## config.mk

```make
export PLATFORM = sky130hd
export DESIGN_NAME = ldst_order_buf
export DESIGN_NICKNAME = d
export VERILOG_FILES = /design/src/rtl/lsob_pkg.sv /design/src/rtl/lsob_store_queue.sv /design/src/rtl/lsob_order_check.sv /design/src/rtl/lsob_load_table.sv /design/src/rtl/ldst_order_buf.sv
export SDC_FILE = /design/constraint.sdc
export NUM_CORES = 2
export LEC_CHECK = 0
export ABC_AREA = 1
export BUFFER_PORTS_ARGS = -buffer_cell sky130_fd_sc_hd__buf_2
export CORE_MARGIN = 5
export CORE_UTILIZATION = 40
export CTS_CLUSTER_DIAMETER = 60
export CTS_CLUSTER_SIZE = 25
export DETAILED_ROUTE_END_ITERATION = 16
export PLACE_DENSITY_LB_ADDON = 0.3
export SYNTH_ARGS = -nofsm -noshare
export SYNTH_HDL_FRONTEND = slang
export SYNTH_SLANG_ARGS = --single-unit
```

## constraint.sdc

```tcl
create_clock -name clk -period 17.8 [get_ports clk]
set_clock_uncertainty 0.05 [all_clocks]
set_input_delay 0.89 -clock clk [delete_from_list [all_inputs] [get_ports clk]]
set_output_delay 0.89 -clock clk [all_outputs]
set_load 0.05 [all_outputs]
```

## src/rtl/lsob_pkg.sv

```systemverilog
package lsob_pkg;

    typedef enum logic [1:0] {
        DEC_ISSUE = 2'd0,
        DEC_BLOCK = 2'd1,
        DEC_FWD   = 2'd2
    } dec_e;

endpackage

```

## src/rtl/lsob_store_queue.sv

```systemverilog
module lsob_store_queue #(
    parameter int DEPTH = 8,
    parameter int AW    = 32,
    parameter int DW    = 32,
    localparam int IW   = $clog2(DEPTH),
    localparam int PW   = IW + 1
) (
    input  logic                       clk,
    input  logic                       rst_n,
    input  logic                       alloc_valid,
    output logic                       alloc_ready,
    output logic [PW-1:0]              head_ptr,
    output logic [PW-1:0]              tail_ptr,
    input  logic                       sta_valid,
    input  logic [IW-1:0]              sta_idx,
    input  logic [AW-1:0]              sta_addr,
    input  logic                       std_valid,
    input  logic [IW-1:0]              std_idx,
    input  logic [DW-1:0]              std_data,
    input  logic                       retire,
    output logic [DEPTH-1:0]           ent_vld,
    output logic [DEPTH-1:0]           ent_aok,
    output logic [DEPTH-1:0]           ent_dok,
    output logic [DEPTH-1:0][AW-1:0]   ent_addr,
    output logic [DEPTH-1:0][DW-1:0]   ent_data,
    output logic                       sta_fresh,
    output logic [PW-1:0]              sta_ptr
);

    typedef struct packed {
        logic [PW-1:0]            head;
        logic [PW-1:0]            tail;
        logic [DEPTH-1:0]         vld;
        logic [DEPTH-1:0]         aok;
        logic [DEPTH-1:0]         dok;
        logic [DEPTH-1:0][AW-1:0] addr;
        logic [DEPTH-1:0][DW-1:0] data;
    } sq_state_t;

    sq_state_t s_d, s_q;
    logic [PW-1:0] occ;
    logic          full;
    logic [IW-1:0] hidx;
    logic [IW-1:0] tidx;

    always_comb begin
        s_d  = s_q;
        occ  = s_q.tail - s_q.head;
        full = occ[IW];
        hidx = s_q.head[IW-1:0];
        tidx = s_q.tail[IW-1:0];

        if (alloc_valid && !full) begin
            s_d.vld[tidx] = 1'b1;
            s_d.aok[tidx] = 1'b0;
            s_d.dok[tidx] = 1'b0;
            s_d.tail      = s_q.tail + PW'(1);
        end
        if (sta_valid && s_q.vld[sta_idx]) begin
            s_d.aok[sta_idx]  = 1'b1;
            s_d.addr[sta_idx] = sta_addr;
        end
        if (std_valid && s_q.vld[std_idx]) begin
            s_d.dok[std_idx]  = 1'b1;
            s_d.data[std_idx] = std_data;
        end
        // only a complete head store may leave: strict program order
        if (retire && s_q.vld[hidx] && s_q.aok[hidx] && s_q.dok[hidx]) begin
            s_d.vld[hidx] = 1'b0;
            s_d.head      = s_q.head + PW'(1);
        end

        sta_fresh = sta_valid && s_q.vld[sta_idx] && !s_q.aok[sta_idx];
        sta_ptr   = {(sta_idx >= hidx) ? s_q.head[IW] : ~s_q.head[IW], sta_idx};
    end

    always_ff @(posedge clk) begin
        if (!rst_n) s_q <= '0;
        else        s_q <= s_d;
    end

    assign alloc_ready = !full;
    assign head_ptr    = s_q.head;
    assign tail_ptr    = s_q.tail;
    assign ent_vld     = s_q.vld;
    assign ent_aok     = s_q.aok;
    assign ent_dok     = s_q.dok;
    assign ent_addr    = s_q.addr;
    assign ent_data    = s_q.data;

endmodule

```

## src/rtl/lsob_order_check.sv

```systemverilog
module lsob_order_check
    import lsob_pkg::*;
#(
    parameter int DEPTH = 8,
    parameter int AW    = 32,
    parameter int DW    = 32,
    localparam int IW   = $clog2(DEPTH),
    localparam int PW   = IW + 1,
    localparam logic [AW-1:0] WMASK = {{(AW-2){1'b1}}, 2'b00}
) (
    input  logic                     mode_spec,
    input  logic                     lt_full,
    input  logic [PW-1:0]            head_ptr,
    input  logic [PW-1:0]            ld_age,
    input  logic [AW-1:0]            ld_addr,
    input  logic [DEPTH-1:0]         ent_vld,
    input  logic [DEPTH-1:0]         ent_aok,
    input  logic [DEPTH-1:0]         ent_dok,
    input  logic [DEPTH-1:0][AW-1:0] ent_addr,
    input  logic [DEPTH-1:0][DW-1:0] ent_data,
    output dec_e                     dec,
    output logic [DW-1:0]            fwd_data
);

    logic [PW-1:0] span;
    logic [IW-1:0] idx;
    logic          unknown_older;
    logic          hit;
    logic          hit_dok;
    logic [DW-1:0] hit_data;

    always_comb begin
        span          = ld_age - head_ptr;
        unknown_older = 1'b0;
        hit           = 1'b0;
        hit_dok       = 1'b0;
        hit_data      = '0;
        idx           = '0;
        // walk oldest to youngest so the last match is the youngest
        for (int k = 0; k < DEPTH; k++) begin
            idx = head_ptr[IW-1:0] + IW'(k);
            if (k < int'(span) && ent_vld[idx]) begin
                if (!ent_aok[idx]) begin
                    unknown_older = 1'b1;
                end else if (((ent_addr[idx] ^ ld_addr) & WMASK) == '0) begin
                    hit      = 1'b1;
                    hit_dok  = ent_dok[idx];
                    hit_data = ent_data[idx];
                end
            end
        end

        if (!mode_spec && unknown_older)  dec = DEC_BLOCK;
        else if (hit && !hit_dok)         dec = DEC_BLOCK;
        else if (mode_spec && lt_full)    dec = DEC_BLOCK;
        else if (hit)                     dec = DEC_FWD;
        else                              dec = DEC_ISSUE;
        fwd_data = hit_data;
    end

endmodule

```

## src/rtl/lsob_load_table.sv

```systemverilog
module lsob_load_table #(
    parameter int LT_DEPTH = 8,
    parameter int SQ_DEPTH = 8,
    parameter int AW       = 32,
    localparam int LW      = $clog2(LT_DEPTH),
    localparam int PW      = $clog2(SQ_DEPTH) + 1,
    localparam logic [AW-1:0] WMASK = {{(AW-2){1'b1}}, 2'b00}
) (
    input  logic          clk,
    input  logic          rst_n,
    input  logic          rec_valid,
    input  logic [PW-1:0] rec_age,
    input  logic [AW-1:0] rec_addr,
    input  logic          rel_valid,
    input  logic [LW-1:0] rel_idx,
    input  logic          chk_valid,
    input  logic [PW-1:0] chk_ptr,
    input  logic [AW-1:0] chk_addr,
    output logic          full,
    output logic [LW-1:0] rec_slot,
    output logic          viol_valid,
    output logic [LW-1:0] viol_idx
);

    typedef struct packed {
        logic [LT_DEPTH-1:0]         vld;
        logic [LT_DEPTH-1:0][PW-1:0] age;
        logic [LT_DEPTH-1:0][AW-1:0] addr;
        logic                        viol_v;
        logic [LW-1:0]               viol_i;
    } lt_state_t;

    lt_state_t     s_d, s_q;
    logic [LW-1:0] slot;
    logic          rec_go;
    logic          e_new;
    logic          e_vld;
    logic [PW-1:0] e_age;
    logic [AW-1:0] e_addr;
    logic [PW-1:0] gap;

    always_comb begin
        s_d  = s_q;
        full = &s_q.vld;
        slot = '0;
        for (int j = LT_DEPTH - 1; j >= 0; j--) begin
            if (!s_q.vld[j]) slot = LW'(j);
        end
        rec_go = rec_valid && !full;

        if (rel_valid) s_d.vld[rel_idx] = 1'b0;
        if (rec_go) begin
            s_d.vld[slot]  = 1'b1;
            s_d.age[slot]  = rec_age;
            s_d.addr[slot] = rec_addr;
        end

        // compare the resolving store against every load held after this
        // cycle, including one being recorded right now
        s_d.viol_v = 1'b0;
        s_d.viol_i = '0;
        e_new  = 1'b0;
        e_vld  = 1'b0;
        e_age  = '0;
        e_addr = '0;
        gap    = '0;
        for (int j = LT_DEPTH - 1; j >= 0; j--) begin
            e_new  = rec_go && (slot == LW'(j));
            e_vld  = e_new || (s_q.vld[j] && !(rel_valid && rel_idx == LW'(j)));
            e_age  = e_new ? rec_age : s_q.age[j];
            e_addr = e_new ? rec_addr : s_q.addr[j];
            gap    = e_age - chk_ptr;
            if (chk_valid && e_vld && gap != '0 && int'(gap) <= SQ_DEPTH
                && ((e_addr ^ chk_addr) & WMASK) == '0) begin
                s_d.viol_v = 1'b1;
                s_d.viol_i = LW'(j);
            end
        end
    end

    always_ff @(posedge clk) begin
        if (!rst_n) s_q <= '0;
        else        s_q <= s_d;
    end

    assign rec_slot   = slot;
    assign viol_valid = s_q.viol_v;
    assign viol_idx   = s_q.viol_i;

endmodule

```

## src/rtl/ldst_order_buf.sv

```systemverilog
module ldst_order_buf
    import lsob_pkg::*;
#(
    parameter int SQ_DEPTH = 8,
    parameter int LT_DEPTH = 8,
    parameter int AW       = 32,
    parameter int DW       = 32,
    localparam int IW      = $clog2(SQ_DEPTH),
    localparam int PW      = IW + 1,
    localparam int LW      = $clog2(LT_DEPTH)
) (
    input  logic          clk,
    input  logic          rst_n,
    input  logic          mode_spec,
    input  logic          st_alloc_valid,
    output logic          st_alloc_ready,
    output logic [PW-1:0] sq_tail,
    input  logic          sta_valid,
    input  logic [IW-1:0] sta_idx,
    input  logic [AW-1:0] sta_addr,
    input  logic          std_valid,
    input  logic [IW-1:0] std_idx,
    input  logic [DW-1:0] std_data,
    input  logic          st_retire,
    input  logic          ld_valid,
    input  logic [PW-1:0] ld_age,
    input  logic [AW-1:0] ld_addr,
    output logic [1:0]    ld_decision,
    output logic [DW-1:0] ld_fwd_data,
    output logic [LW-1:0] ld_slot,
    input  logic          lt_release,
    input  logic [LW-1:0] lt_release_idx,
    output logic          viol_valid,
    output logic [LW-1:0] viol_idx
);

    logic [PW-1:0]               head_ptr;
    logic [SQ_DEPTH-1:0]         ent_vld, ent_aok, ent_dok;
    logic [SQ_DEPTH-1:0][AW-1:0] ent_addr;
    logic [SQ_DEPTH-1:0][DW-1:0] ent_data;
    logic                        sta_fresh;
    logic [PW-1:0]               sta_ptr;
    logic                        lt_full;
    dec_e                        dec;
    logic                        rec_valid;

    lsob_store_queue #(.DEPTH(SQ_DEPTH), .AW(AW), .DW(DW)) u_sq (
        .clk         (clk),
        .rst_n       (rst_n),
        .alloc_valid (st_alloc_valid),
        .alloc_ready (st_alloc_ready),
        .head_ptr    (head_ptr),
        .tail_ptr    (sq_tail),
        .sta_valid   (sta_valid),
        .sta_idx     (sta_idx),
        .sta_addr    (sta_addr),
        .std_valid   (std_valid),
        .std_idx     (std_idx),
        .std_data    (std_data),
        .retire      (st_retire),
        .ent_vld     (ent_vld),
        .ent_aok     (ent_aok),
        .ent_dok     (ent_dok),
        .ent_addr    (ent_addr),
        .ent_data    (ent_data),
        .sta_fresh   (sta_fresh),
        .sta_ptr     (sta_ptr)
    );

    lsob_order_check #(.DEPTH(SQ_DEPTH), .AW(AW), .DW(DW)) u_chk_ord (
        .mode_spec (mode_spec),
        .lt_full   (lt_full),
        .head_ptr  (head_ptr),
        .ld_age    (ld_age),
        .ld_addr   (ld_addr),
        .ent_vld   (ent_vld),
        .ent_aok   (ent_aok),
        .ent_dok   (ent_dok),
        .ent_addr  (ent_addr),
        .ent_data  (ent_data),
        .dec       (dec),
        .fwd_data  (ld_fwd_data)
    );

    assign rec_valid   = mode_spec && ld_valid && (dec != DEC_BLOCK);
    assign ld_decision = dec;

    lsob_load_table #(.LT_DEPTH(LT_DEPTH), .SQ_DEPTH(SQ_DEPTH), .AW(AW)) u_lt (
        .clk        (clk),
        .rst_n      (rst_n),
        .rec_valid  (rec_valid),
        .rec_age    (ld_age),
        .rec_addr   (ld_addr),
        .rel_valid  (lt_release),
        .rel_idx    (lt_release_idx),
        .chk_valid  (mode_spec && sta_fresh),
        .chk_ptr    (sta_ptr),
        .chk_addr   (sta_addr),
        .full       (lt_full),
        .rec_slot   (ld_slot),
        .viol_valid (viol_valid),
        .viol_idx   (viol_idx)
    );

endmodule

```

==> impl_metrics.csv <==
group,metric,value,unit
floorplanning,standard_cell_core_area,143000,µm²
clock_tree,clk_latency,0.73,ns
yosys,post_synth.cell_area_avg,5.90,µm²
critical_path,path_class,"reg2reg",
sta,max_clock_freq,82.5,MHz
floorplanning,i_o_pin_cnt,164,
critical_path,most_used_cell_cp,"sky130_fd_sc_hd__nand2_1",
sta,unrepaired_setup_endpoints_after_global_routing,"false",
pwr,static-leakage-power,0.0254,µW
run,maximum_capacitance_violations,0,
drt,vias,66900,
final_layout,drive_gt1_frac,0.0577,
final_layout,layout_common_cells,"sky130_fd_sc_hd__nand2_1, sky130_fd_sc_hd__nand3_1, sky130_fd_sc_hd__o21ai_0",
grt,grt_max_degree,293,
grt,antenna_violations_before_repair,32,
yosys,synth.ff_latch_count,812,
sta,timing.final.max_slew_violations,165,
critical_path,startpoint_type,"register",
clock_tree,cts.repair_timing.setup_buffer_count,0,
drt,drcViolationCount,0,
sta,timing_worst_slew_pin_value,1.59,ns
final_layout,syn2layout_area_growth,7.38,%
worst_hold_path,path_category_of_the_worst_min_delay_check,"reg2reg",
grt,global_route.usage.total,0.317,
critical_path,cp_slowest_cell,"sky130_fd_sc_hd__nand2_2",
yosys,syn_inst,9787,
drt,postRouteAntennaNets,0,
sta,postLayoutSetupSlackWorst,5.68,ns
clock_tree,clk_path_buf_depth,3,
placement,gp_routability_congestion,1.04,
final_layout,mostFrequentLayoutCell,"sky130_fd_sc_hd__nand2_1",
status,status,"finished, violations left",
clock_tree,max_h_tree_level,3,
grt,first_global_vias,58600,
pwr,power.total,4270,µW
sta,timing.hold.ws,0.412,ns
sta,relative_max_transition_margin,-0.0605,
clock_tree,number_of_hold_buffers_added_after_cts,0,
clock_tree,number_of_instances_resized_during_post_cts_repair,0,
pwr,p_per_area,68.9,nW/µm²
yosys,sequential_to_total_area_share_from_yosys_stat,0.282,
critical_path,critical_path_required,18.41,ns
drt,drt_pre_antenna_iters,8,
sta,period_needed,12.12,ns
sta,report.final.setup_viol,0,
critical_path,critical_path.max_stage_delay,0.74,ns
final_layout,fin_nets,9543,
yosys,netlist.area_leader.share,0.282,
yosys,synth-edff-count,0,
clock_tree,cts_root_buf,"sky130_fd_sc_hd__clkbuf_16",
sta,final_min_period_over_clock_period,0.681,
drt,drt-wirelength-per-cell,22.4,µm
grt,globalRouteOverflowTotal,0,
placement,place.port_buffers,159,
yosys,synth_area,57700,µm²
drt,drt_first_iter_violations,8122,
placement,hpwlAfterDp,164000,µm
yosys,postSynth.asyncResetShare,0,
yosys,cells_taking_the_most_area_after_synthesis,"sky130_fd_sc_hd__dfxtp_1, sky130_fd_sc_hd__nand2_1, sky130_fd_sc_hd__nand3_1, sky130_fd_sc_hd__o21ai_0, sky130_fd_sc_hd__a21oi_1",
sta,finalHoldViolCount,0,
critical_path,worstPathMaxFanout,194,
floorplanning,die_area,152000,µm²
placement,placement.setup.worst_slack,6.09,ns
critical_path,arrival_worst_endpoint,12.72,ns
clock_tree,cts_tree,"done",
floorplanning,row_count,139,
critical_path,endpoint_kind,"register",
yosys,yosys_most_used_dff,"sky130_fd_sc_hd__dfxtp_1",
clock_tree,number_of_buffers_created_by_cts,89,
yosys,synth_warnings,0,
drt,finalWirelength,255000,µm
pwr,vdd_ir_drop_max,0.0895,mV
status,failed_checks,"slew limit",
floorplanning,die_width,390,µm
clock_tree,worst_setup_hold_path_clk_slew,0.08,ns
grt,grt_first_pass_wirelength,371000,µm
drt,routed_via_density,5.88,
yosys,synth_cell_types,55,
floorplanning,die-height,390,µm
yosys,post-synth-top-area-cell,"sky130_fd_sc_hd__dfxtp_1",
yosys,synthesis.nets,9945,
sta,fin_setup_tns,0,ns
clock_tree,cts.sinks,812,
floorplanning,start_util,0.402,
==> state kept, by name, summed over array words and instances, names as in the netlist <==
register	count
u_lt.viol_valid	1
u_sq.head_ptr	4
u_sq.ent_addr	240
u_lt.viol_idx	3
u_sq.tail_ptr	4
u_sq.ent_data	256
u_sq.ent_dok	8
u_sq.ent_vld	8
u_lt.s_q	280
u_sq.ent_aok	8
==> cell usage after synthesis, drive strengths merged (38+ instances only) <==
cell       n
or2       38
xor2     120
o311ai    44
buf      232
nand4     39
nor2     606
clkbuf   511
mux2i    133
dfxtp    812
a21oi    720
ha        39
o22ai     39
nand3   1222
inv      735
o211ai    76
nand2   2913
o21ai   1286
==> final timing paths <==
check                                   from                               to  slack [ns]  cells past startpoint
min reg2reg  u_sq.ent_data[240]$_SDFFE_PN0P_  u_sq.ent_data[240]$_SDFFE_PN0P_        0.41                      2
min          u_sq.ent_data[240]$_SDFFE_PN0P_  u_sq.ent_data[240]$_SDFFE_PN0P_        0.41                      2
max reg2reg    u_sq.head_ptr[1]$_SDFFE_PN0P_      u_lt.viol_idx[1]$_SDFF_PP0_        5.68                     41
max            u_sq.head_ptr[1]$_SDFFE_PN0P_      u_lt.viol_idx[1]$_SDFF_PP0_        5.68                     41
==> metal layers <==
layer | GRT usage | wire length [µm] | vias to the layer above
li1 | - | - | 31500
met1 | 0.421 | 102000 | 30700
met2 | 0.479 | 106000 | 3848
met3 | 0.0761 | 30700 | 809
met4 | 0.165 | 15800 | 22
met5 | 0 | 166 | -
==> final cells by class <==
type | instances | area, µm²
fillers | 15400 | 81500
multi-input cells | 7470 | 35600
flip-flops and latches | 812 | 16300
inverters | 762 | 2910
well taps | 1903 | 2380
clock buffers | 101 | 2360
repair buffers | 250 | 1580
clock inverters | 66 | 815
diodes | 16 | 40.0
==> cell families (layout without fill, tap and decap cells) <==
kind of cell	after synthesis	count (layout)	synth area share
simple gates	4873	4873	0.350
compound gates	2297	2297	0.213
buf+inv	1505	1179	0.104
flops	812	812	0.282
mux	133	133	0.0231
xor+xnor	127	127	0.0196
fa+ha+maj	40	40	0.00880
other cells	0	16	0
==> report_power, final <==
group          switching (µW)  internal [µW]  leakage [µW]  total [µW]
clock network             945           1100       0.00153        2050
registers                6.55           1830       0.00655        1830
logic                     303           85.9        0.0174         389
==> worst max-delay path, delay by kind of cell, from the launching register on <==
| kind | cells | cell delay (ns) |
|---|---|---|
| buffers and inverters | 8 | 4.44 |
| and+or+nand+nor | 23 | 4.00 |
| AOI/OAI and AO/OA | 5 | 1.35 |
| adders and majority gates | 2 | 0.74 |
| xor gates and xnor gates | 3 | 0.56 |
| DFF | 1 | 0.55 |
==> through the flow <==
step                      cell area [µm²]  utilization  std cells
after global routing                61900        0.432      11400
after floorplan                     57700            -       9787
after CTS                           61900        0.432      11400
after global placement              58700        0.409      11200
after detailed placement            58700        0.409      11200
final                               62000        0.432      11400
(Power assumes the default switching activity.)
